<file path="src/rtl/time_tag_keeper.sv">
module time_tag_keeper #(
  parameter int US_PER_SEC    = 1000000,
  parameter int LOSS_TICKS    = 2000000,
  parameter int DAYS_PER_YEAR = 366
) (
  input  logic        clk,
  input  logic        rst,
  input  logic        tick_us,
  input  logic        frm_valid,
  input  logic [8:0]  frm_day,
  input  logic [4:0]  frm_hour,
  input  logic [5:0]  frm_min,
  input  logic [5:0]  frm_sec,
  input  logic        on_time,
  output logic [31:0] tag_lo,
  output logic [31:0] tag_hi,
  output logic        synced,
  output logic        mode_chg
);
  localparam int UW = 20;
  localparam int CW = $clog2(LOSS_TICKS + 1);
  localparam logic [UW-1:0] US_LAST = UW'(US_PER_SEC - 1);
  localparam logic [CW-1:0] CNT_MAX = CW'(LOSS_TICKS);
  localparam logic [8:0]    DAY_MAX = 9'(DAYS_PER_YEAR);

  function automatic logic [25:0] sec_after(input logic [25:0] t);
    logic [8:0] d; logic [4:0] h; logic [5:0] m, s;
    {d, h, m, s} = t;
    if (s == 6'd59) begin
      s = 6'd0;
      if (m == 6'd59) begin
        m = 6'd0;
        if (h == 5'd23) begin
          h = 5'd0;
          d = (d == DAY_MAX) ? 9'd1 : d + 9'd1;
        end else h = h + 5'd1;
      end else m = m + 6'd1;
    end else s = s + 6'd1;
    return {d, h, m, s};
  endfunction

  logic [UW-1:0] us_q;
  logic [25:0]   now_q;
  logic [25:0]   prev_q, pend_q;
  logic          prev_ok, pend_ok, sync_q, chg_q;
  logic [CW-1:0] to_cnt;

  logic [25:0] frm_t;
  logic        frm_ok, good_pair, acquire, lose, load, us_wrap;

  assign frm_t     = {frm_day, frm_hour, frm_min, frm_sec};
  assign frm_ok    = frm_valid && frm_hour < 5'd24 && frm_min < 6'd60 && frm_sec < 6'd60 &&
                     frm_day != 9'd0 && frm_day <= DAY_MAX;
  assign good_pair = frm_ok && prev_ok && (frm_t == sec_after(prev_q));
  assign acquire   = good_pair && !sync_q;
  assign lose      = tick_us && !frm_ok && (to_cnt == CNT_MAX);
  assign load      = on_time && pend_ok && sync_q;
  assign us_wrap   = tick_us && (us_q == US_LAST);

  always_ff @(posedge clk) begin
    if (rst) begin
      us_q  <= '0;
      now_q <= {9'd1, 17'd0};
    end else if (load) begin
      us_q  <= '0;
      now_q <= pend_q;
    end else if (us_wrap) begin
      us_q  <= '0;
      now_q <= sec_after(now_q);
    end else if (tick_us) begin
      us_q  <= us_q + 1'b1;
    end
  end

  always_ff @(posedge clk) begin
    if (rst) begin
      to_cnt  <= '0;
      prev_ok <= 1'b0;
      prev_q  <= '0;
    end else if (frm_ok) begin
      to_cnt  <= '0;
      prev_ok <= 1'b1;
      prev_q  <= frm_t;
    end else if (tick_us) begin
      if (lose) prev_ok <= 1'b0;
      else      to_cnt  <= to_cnt + 1'b1;
    end
  end

  always_ff @(posedge clk) begin
    if (rst) begin
      pend_ok <= 1'b0;
      pend_q  <= '0;
    end else if (lose) begin
      pend_ok <= 1'b0;
    end else if (frm_ok && (sync_q || acquire)) begin
      pend_ok <= 1'b1;
      pend_q  <= frm_t;
    end else if (load) begin
      pend_ok <= 1'b0;
    end
  end

  always_ff @(posedge clk) begin
    if (rst) begin
      sync_q <= 1'b0;
      chg_q  <= 1'b0;
    end else begin
      chg_q <= acquire || (lose && sync_q);
      if (acquire)   sync_q <= 1'b1;
      else if (lose) sync_q <= 1'b0;
    end
  end

  assign tag_lo   = {6'd0, now_q[5:0], us_q};
  assign tag_hi   = {12'd0, now_q[25:17], now_q[16:12], now_q[11:6]};
  assign synced   = sync_q;
  assign mode_chg = chg_q;

  AST_US_RANGE: assert property (@(posedge clk) disable iff (rst)
    us_q <= US_LAST);
  AST_HOLD_IDLE: assert property (@(posedge clk) disable iff (rst)
    (!tick_us && !on_time) |=> $stable(tag_lo) && $stable(tag_hi));
  AST_FIELD_RANGE: assert property (@(posedge clk) disable iff (rst)
    tag_lo[25:20] < 6'd60 && tag_hi[5:0] < 6'd60 && tag_hi[10:6] < 5'd24 &&
    tag_hi[19:11] != 9'd0 && tag_hi[19:11] <= DAY_MAX);
  AST_UPPER_ZERO: assert property (@(posedge clk) disable iff (rst)
    tag_lo[31:26] == 6'd0 && tag_hi[31:20] == 12'd0);
  AST_LOCK_NEEDS_FRAME: assert property (@(posedge clk) disable iff (rst)
    !synced && frm_valid == 1'b0 |=> !synced);
  AST_UNLOCK_NEEDS_TICK: assert property (@(posedge clk) disable iff (rst)
    synced && !tick_us |=> synced);
  AST_FREE_NO_LOAD: assert property (@(posedge clk) disable iff (rst)
    (!synced && !tick_us) |=> $stable(tag_lo) && $stable(tag_hi));
  AST_CHG_SINGLE: assert property (@(posedge clk) disable iff (rst)
    mode_chg |=> !mode_chg);
endmodule

</file>
<file path="config.mk">
export PLATFORM = sky130hd
export DESIGN_NAME = time_tag_keeper
export DESIGN_NICKNAME = d
export VERILOG_FILES = /design/src/rtl/time_tag_keeper.sv
export SDC_FILE = /design/constraint.sdc
export NUM_CORES = 1
export LEC_CHECK = 0
export BUFFER_PORTS_ARGS = -buffer_cell sky130_fd_sc_hd__buf_2
export CAP_MARGIN = 25
export CORE_UTILIZATION = 58
export DETAILED_ROUTE_END_ITERATION = 6
export PLACE_DENSITY = 0.81
export SYNTH_ARGS = -nofsm -noshare
export SYNTH_HDL_FRONTEND = slang
export SYNTH_SLANG_ARGS = --single-unit
export TNS_END_PERCENT = 1
</file>
<file path="constraint.sdc">
create_clock -name clk -period 4.06 [get_ports clk]
set_input_delay 0.203 -clock clk [delete_from_list [all_inputs] [get_ports clk]]
set_output_delay 0.203 -clock clk [all_outputs]
set_load 0.01 [all_outputs]
</file>
## After elaboration in Yosys (flattened, before gate mapping)

Index checks and enable logic that the tools add are counted.
W data, S select, Z words.

| word-level totals | value |
|---|---|
| bits in registers | 123 |
| bits of input ports | 31 |
| output and inout bits | 66 |
| logic and storage cells | 103 |

| operators by class | value |
|---|---|
| add/subtract/negate cells | 10 |
| magnitude comparators | 4 |
| equal/unequal tests | 11 |
| multiplexer cells | 28 |
| bitwise operators | 1 |
| reductions and logical operators | 37 |

Operator list:

| kind | number |
|---|---|
| $mux W9 | 8 |
| $mux W26 | 2 |
| $mux W6 | 6 |
| $mux W5 | 6 |
| $eq A26 B26 Y1 | 1 |
| $add A6 B1 Y6 const B | 4 |
| $eq A6 B6 Y1 const B | 4 |
| $add A21 B1 Y21 const B | 1 |
| $eq A21 B21 Y1 const B | 1 |
| $add A20 B1 Y20 const B | 1 |
| $eq A20 B20 Y1 const B | 1 |
| $add A9 B1 Y9 const B | 2 |
| $eq A9 B9 Y1 const B | 2 |
| $reduce_bool A2 Y1 | 8 |
| $logic_and A1 B1 Y1 | 15 |
| $lt A6 B6 Y1 const B | 2 |
| $add A5 B1 Y5 const B | 2 |
| $eq A5 B5 Y1 const B | 2 |
| $le A9 B9 Y1 const B | 1 |
| $reduce_bool A9 Y1 | 1 |
| $reduce_and A2 Y1 | 4 |
| $mux W1 | 6 |
| $lt A5 B5 Y1 const B | 1 |
| $reduce_and A4 Y1 | 1 |
| 6 further kinds | 9 |

## Longest topological paths before layout

| depth | value |
|---|---|
| word-level depth | 12 |
| gate-level depth with buffers | 14 |
| mapped depth without buffers | 11 |

## Worst setup path after synthesis

OpenSTA, ideal clock, no wires.

| path | value |
|---|---|
| path type | reg-to-reg |
| from | reg prev_q[0] |
| to | reg pend_q[10] |
| library setup time | 72 ps |
| arrival time | 3032 ps |
| data required time | 3988 ps |
| slack | 956 ps |
| stages on the path, launching flop included | 13 |
| path buffers | 2 |
| clock period less this slack | 3104 ps |
| path through | dfxtp_1 -> ha_1 -> nor2b_1 -> nand4_2 -> nor3_1 -> xor2_1 -> mux2_2 -> nor4_2 -> nand4_1 -> o31ai_2 -> buf_6 -> buf_12 -> mux2i_1 |

| on the way | value |
|---|---|
| longest elaborated chain between the ends | 8 |
| elaborated cells between the ends (all ways) | 12 |
| classes of those cells | add/sub (1); eq/ne (2); mux (4); reduce/logical (5) |

RTL lines:

| element | RTL line | RTL |
|---|---|---|
| start: declaration | 44 | `logic [25:0] prev_q, pend_q;` |
| start signal: assignment | 83 | `prev_q <= frm_t;` |
| $add A6 B1 Y6 / $eq A6 B6 Y1 (equally long branches) | 38, 29 |  |
| $mux W6 (tied with other cells) | 29 | `if (s == 6'd59) begin` |
| $eq A26 B26 Y1 (*) | 54 | `assign good_pair = frm_ok && prev_ok && (frm_t == sec_after(prev_q));` |
| $logic_and A1 B1 Y1 (*) | 54 |  |
| $logic_and A1 B1 Y1 (*) | 55 | `assign acquire = good_pair && !sync_q;` |
| $logic_or A1 B1 Y1 (*) | 96 | `end else if (frm_ok && (sync_q \|\| acquire)) begin` |
| $logic_and A1 B1 Y1 (*) | 96 |  |
| $reduce_and A2 Y1 (no source line) (*) | n/a |  |
| end signal: assignment | 98 | `pend_q <= frm_t;` |
| end: declaration | 44 |  |

Mark *: on every way between the ends. The rest lies on a longest branch, timed or not.
A chain may end at the register's enable or synchronous reset.

## Worst setup path in the final report

| path | value |
|---|---|
| from | reg prev_q[0] |
| to | reg pend_q[12] |

The elaborated chain is that of the path after synthesis.

==> flow_summary.json <==
{
  "cts_setup_buffers": 0,
  "slew_headroom_pct": 32.4,
  "numClockSinks": 123,
  "r2r_start": "prev_q[0]",
  "slowest_delay_ns": 0.45,
  "first_pass_iters": 7,
  "cts_resized": 0,
  "antenna_found_initial": 0,
  "wl_per_cell_um": 15.8,
  "crit_path_cell_trace": "ha_1, nor2b_1, nand4_2, nor3_1, xor2_1, mux2_2, nor4_2, nand4_1, o31ai_4, buf_4, mux2i_1",
  "post-route-min-period_ns": 3.63,
  "core_area_um2": 11500,
  "final_cell_mix": "dfxtp_1 (123), nand2_1 (117), nor2_1 (113)",
  "place_congestion": 0.944,
  "grt_pass1_vias": 5866,
  "p_leak_nw": 3.04,
  "grt_max_degree": 56,
  "vias": 6182,
  "cp.required_ns": 4.39,
  "status": "finished, violations left",
  "rows": 39,
  "ctsHoldBuffers": 0,
  "ys_seq_elements": 123,
  "post_dp_cell_area_um2": 7210,
  "cts-root-buf": "clkbuf_16",
  "start_util_pct": 59.9,
  "area_growth_pct": 14.2,
  "fp.dieArea_um2": 12300,
  "worstMarginPinSlew_ns": 1.00,
  "synth-seq-area-share_pct": 35.9,
  "cts_buffer_depth": 2,
  "num_antenna_cells": 0,
  "final-max-slew-violation-count": 0,
  "synth_flop_cell": "dfxtp_1",
  "die_x_um": 111,
  "path_clk_slew_ns": 0.06,
  "synthArstFlopShare_pct": 0,
  "final_common_cell": "dfxtp_1",
  "drt_iter0_drc": 578,
  "viasPerCell": 5.87,
  "min-delay-start": "frm_min[1]",
  "synth_edf_count": 0,
  "skew_ns": 0.00870,
  "yosys.cell_types.count": 74,
  "drc": 1,
  "end_kind": "flop",
  "finalSetupViolCount": 0,
  "fmax_mhz": 276,
  "power_mw": 3.04,
  "fin_crit_sh_pct": 89.3,
  "totalWireLength_um": 16700,
  "critical_path.max_fanout": 27,
  "ant_nets": 0,
  "hp-class": "in2reg",
  "grt-ovfl-total": 0,
  "worstHoldEndpoint": "pend_q[7]",
  "r2r-end": "pend_q[12]",
  "worstPathArrival_ns": 3.96,
  "violations": "design-rule violations",
  "syn-cell-area_um2": 6870,
  "fin_nets": 942,
  "powerDensity_nw_per_um2": 388,
  "groute.usage.overall_pct": 27.8,
  "cts_tree": "built",
  "port_buffers": 78,
  "netlist_instances": 835,
  "ir_worst_vdd_mv": 0.484,
  "worst-setup-path-type": "reg2reg",
  "cp_num_buf_inv": 1,
  "slowest_stage": "dfxtp_1",
  "rsz0062_at_grt": "false",
  "hold_violations": 0,
  "ys_warn_count": 0,
  "max_cap_viol_count": 0,
  "num_io_pins": 97,
  "synth_area_per_cell_um2": 8.22,
  "clock_latency_ns": 0.42,
  "holdPathStages": 3,
  "tns_ns": 0,
  "r2r_cells": 11,
  "grt_pass1_wl_um": 27700,
  "r2r_slack_ns": 0.43,
  "hpwl_um": 11500,
  "nFillCells": 959,
  "die_y_um": 111,
  "htree_levels": 4,
  "cts_made_buffers": 17,
  "worstSetupStartpointType": "flop",
  "drive_above_1_share_pct": 14.8,
  "stdcell_area_um2": 7840,
  "critPathTopFamily": "simple AND/OR/NAND/NOR gates"
}
[cell usage after synthesis, types with 4 or more instances]
| library cell | instances | area, µm² |
|---|---|---|
| o21ai_0 | 25 | 125 |
| nand2_1 | 117 | 439 |
| nor2_1 | 113 | 424 |
| ha_1 | 13 | 163 |
| nor4b_1 | 4 | 35.0 |
| and2_1 | 4 | 25.0 |
| and3_1 | 16 | 100 |
| clkbuf_1 | 30 | 113 |
| a221oi_1 | 5 | 43.8 |
| buf_4 | 19 | 143 |
| nand4b_1 | 4 | 35.0 |
| o21a_1 | 5 | 37.5 |
| inv_1 | 13 | 48.8 |
| or3_1 | 5 | 31.3 |
| nand4_1 | 18 | 113 |
| and4_1 | 5 | 43.8 |
| nor2b_1 | 9 | 56.3 |
| nor4_1 | 6 | 37.5 |
| xnor2_1 | 39 | 342 |
| mux2i_1 | 54 | 541 |
| xor2_1 | 28 | 245 |
| a21oi_1 | 28 | 140 |
| dfxtp_1 | 123 | 2460 |
| nor3_1 | 17 | 85.1 |
| or4_1 | 4 | 30.0 |
| nand3b_1 | 4 | 30.0 |
| a22oi_1 | 8 | 60.1 |
| a211oi_1 | 12 | 90.1 |
| a31oi_1 | 8 | 50.1 |
| nand3_1 | 30 | 150 |
[worst min-delay path, delay by kind of cell]
kind | cells | cell delay, ns
buffers and inverters | 1 | 0.13
AND/OR/NAND/NOR | 1 | 0.06
multiplexers | 1 | 0.05
[per-stage QoR]
step / util (%) / worst slack, ns / cells / hold slack, ns
2_1_floorplan: - / 0.956 / 852 / 0.342
3_3_place_gp: 62.9 / 0.564 / 1022 / 0.443
3_5_place_dp: 62.9 / 0.474 / 1022 / 0.449
4_1_cts: 68.4 / 0.430 / 1054 / 0.0803
5_1_grt: 68.4 / 0.181 / 1054 / 0.0962
6_report: 68.4 / 0.435 / 1054 / 0.0894
[where the power goes]
part           total (mW)  internal, mW  switching [mW]  leakage, nW
combinational       0.204        0.0760           0.128         1.74
sequential           1.25          1.23          0.0274        0.994
clock                1.58          1.02           0.565        0.299
[cell type report]
cell class	instances	area, µm²	share of cell area, %
inverter	14	52.6	0.670
clock inverter	12	161	2.06
clock buffer	20	467	5.95
tap	143	179	2.28
sequential	123	2460	31.4
multi-input combinational	657	4080	52.0
timing repair buffer	85	443	5.65
[cell families after synthesis]
kind of cell | Yosys count | synth area share, %
xor+xnor | 67 | 8.54
compound gates | 126 | 12.6
simple gates | 378 | 26.7
flops | 123 | 35.9
fa+ha+maj | 13 | 2.37
other cells | 1 | 0.0546
buf+inv | 72 | 5.83
mux | 55 | 8.03
[metal layers]
layer	track usage (%)	part of all wire [%]	up-vias
met5	0	0	-
met4	11.9	2.6	0
met3	6.40	5.5	31
met2	47.9	48	175
met1	33.0	43	2935
li1	-	-	3041
[worst max path at each step]
| stage | cells after the start | startpoint | to |
|---|---|---|---|
| 6_report | 11 | prev_q[0] | pend_q[12] |
| 5_1_grt | 11 | prev_q[0] | pend_q[2] |
| 4_1_cts | 11 | prev_q[0] | pend_q[12] |
| 3_5_place_dp | 11 | prev_q[0] | pend_q[2] |
| 3_3_place_gp | 11 | prev_q[12] | pend_q[25] |
| 2_1_floorplan | 12 | prev_q[0] | pend_q[10] |
[state kept, by name, summed over array words and instances, names as in the netlist]
register / cells
mode_chg: 1
synced: 1
pend_q: 26
prev_q: 26
us_q: 20
now_q: 26
prev_ok: 1
to_cnt: 21
pend_ok: 1
Note: power is estimated with default switching activity, not from simulation.
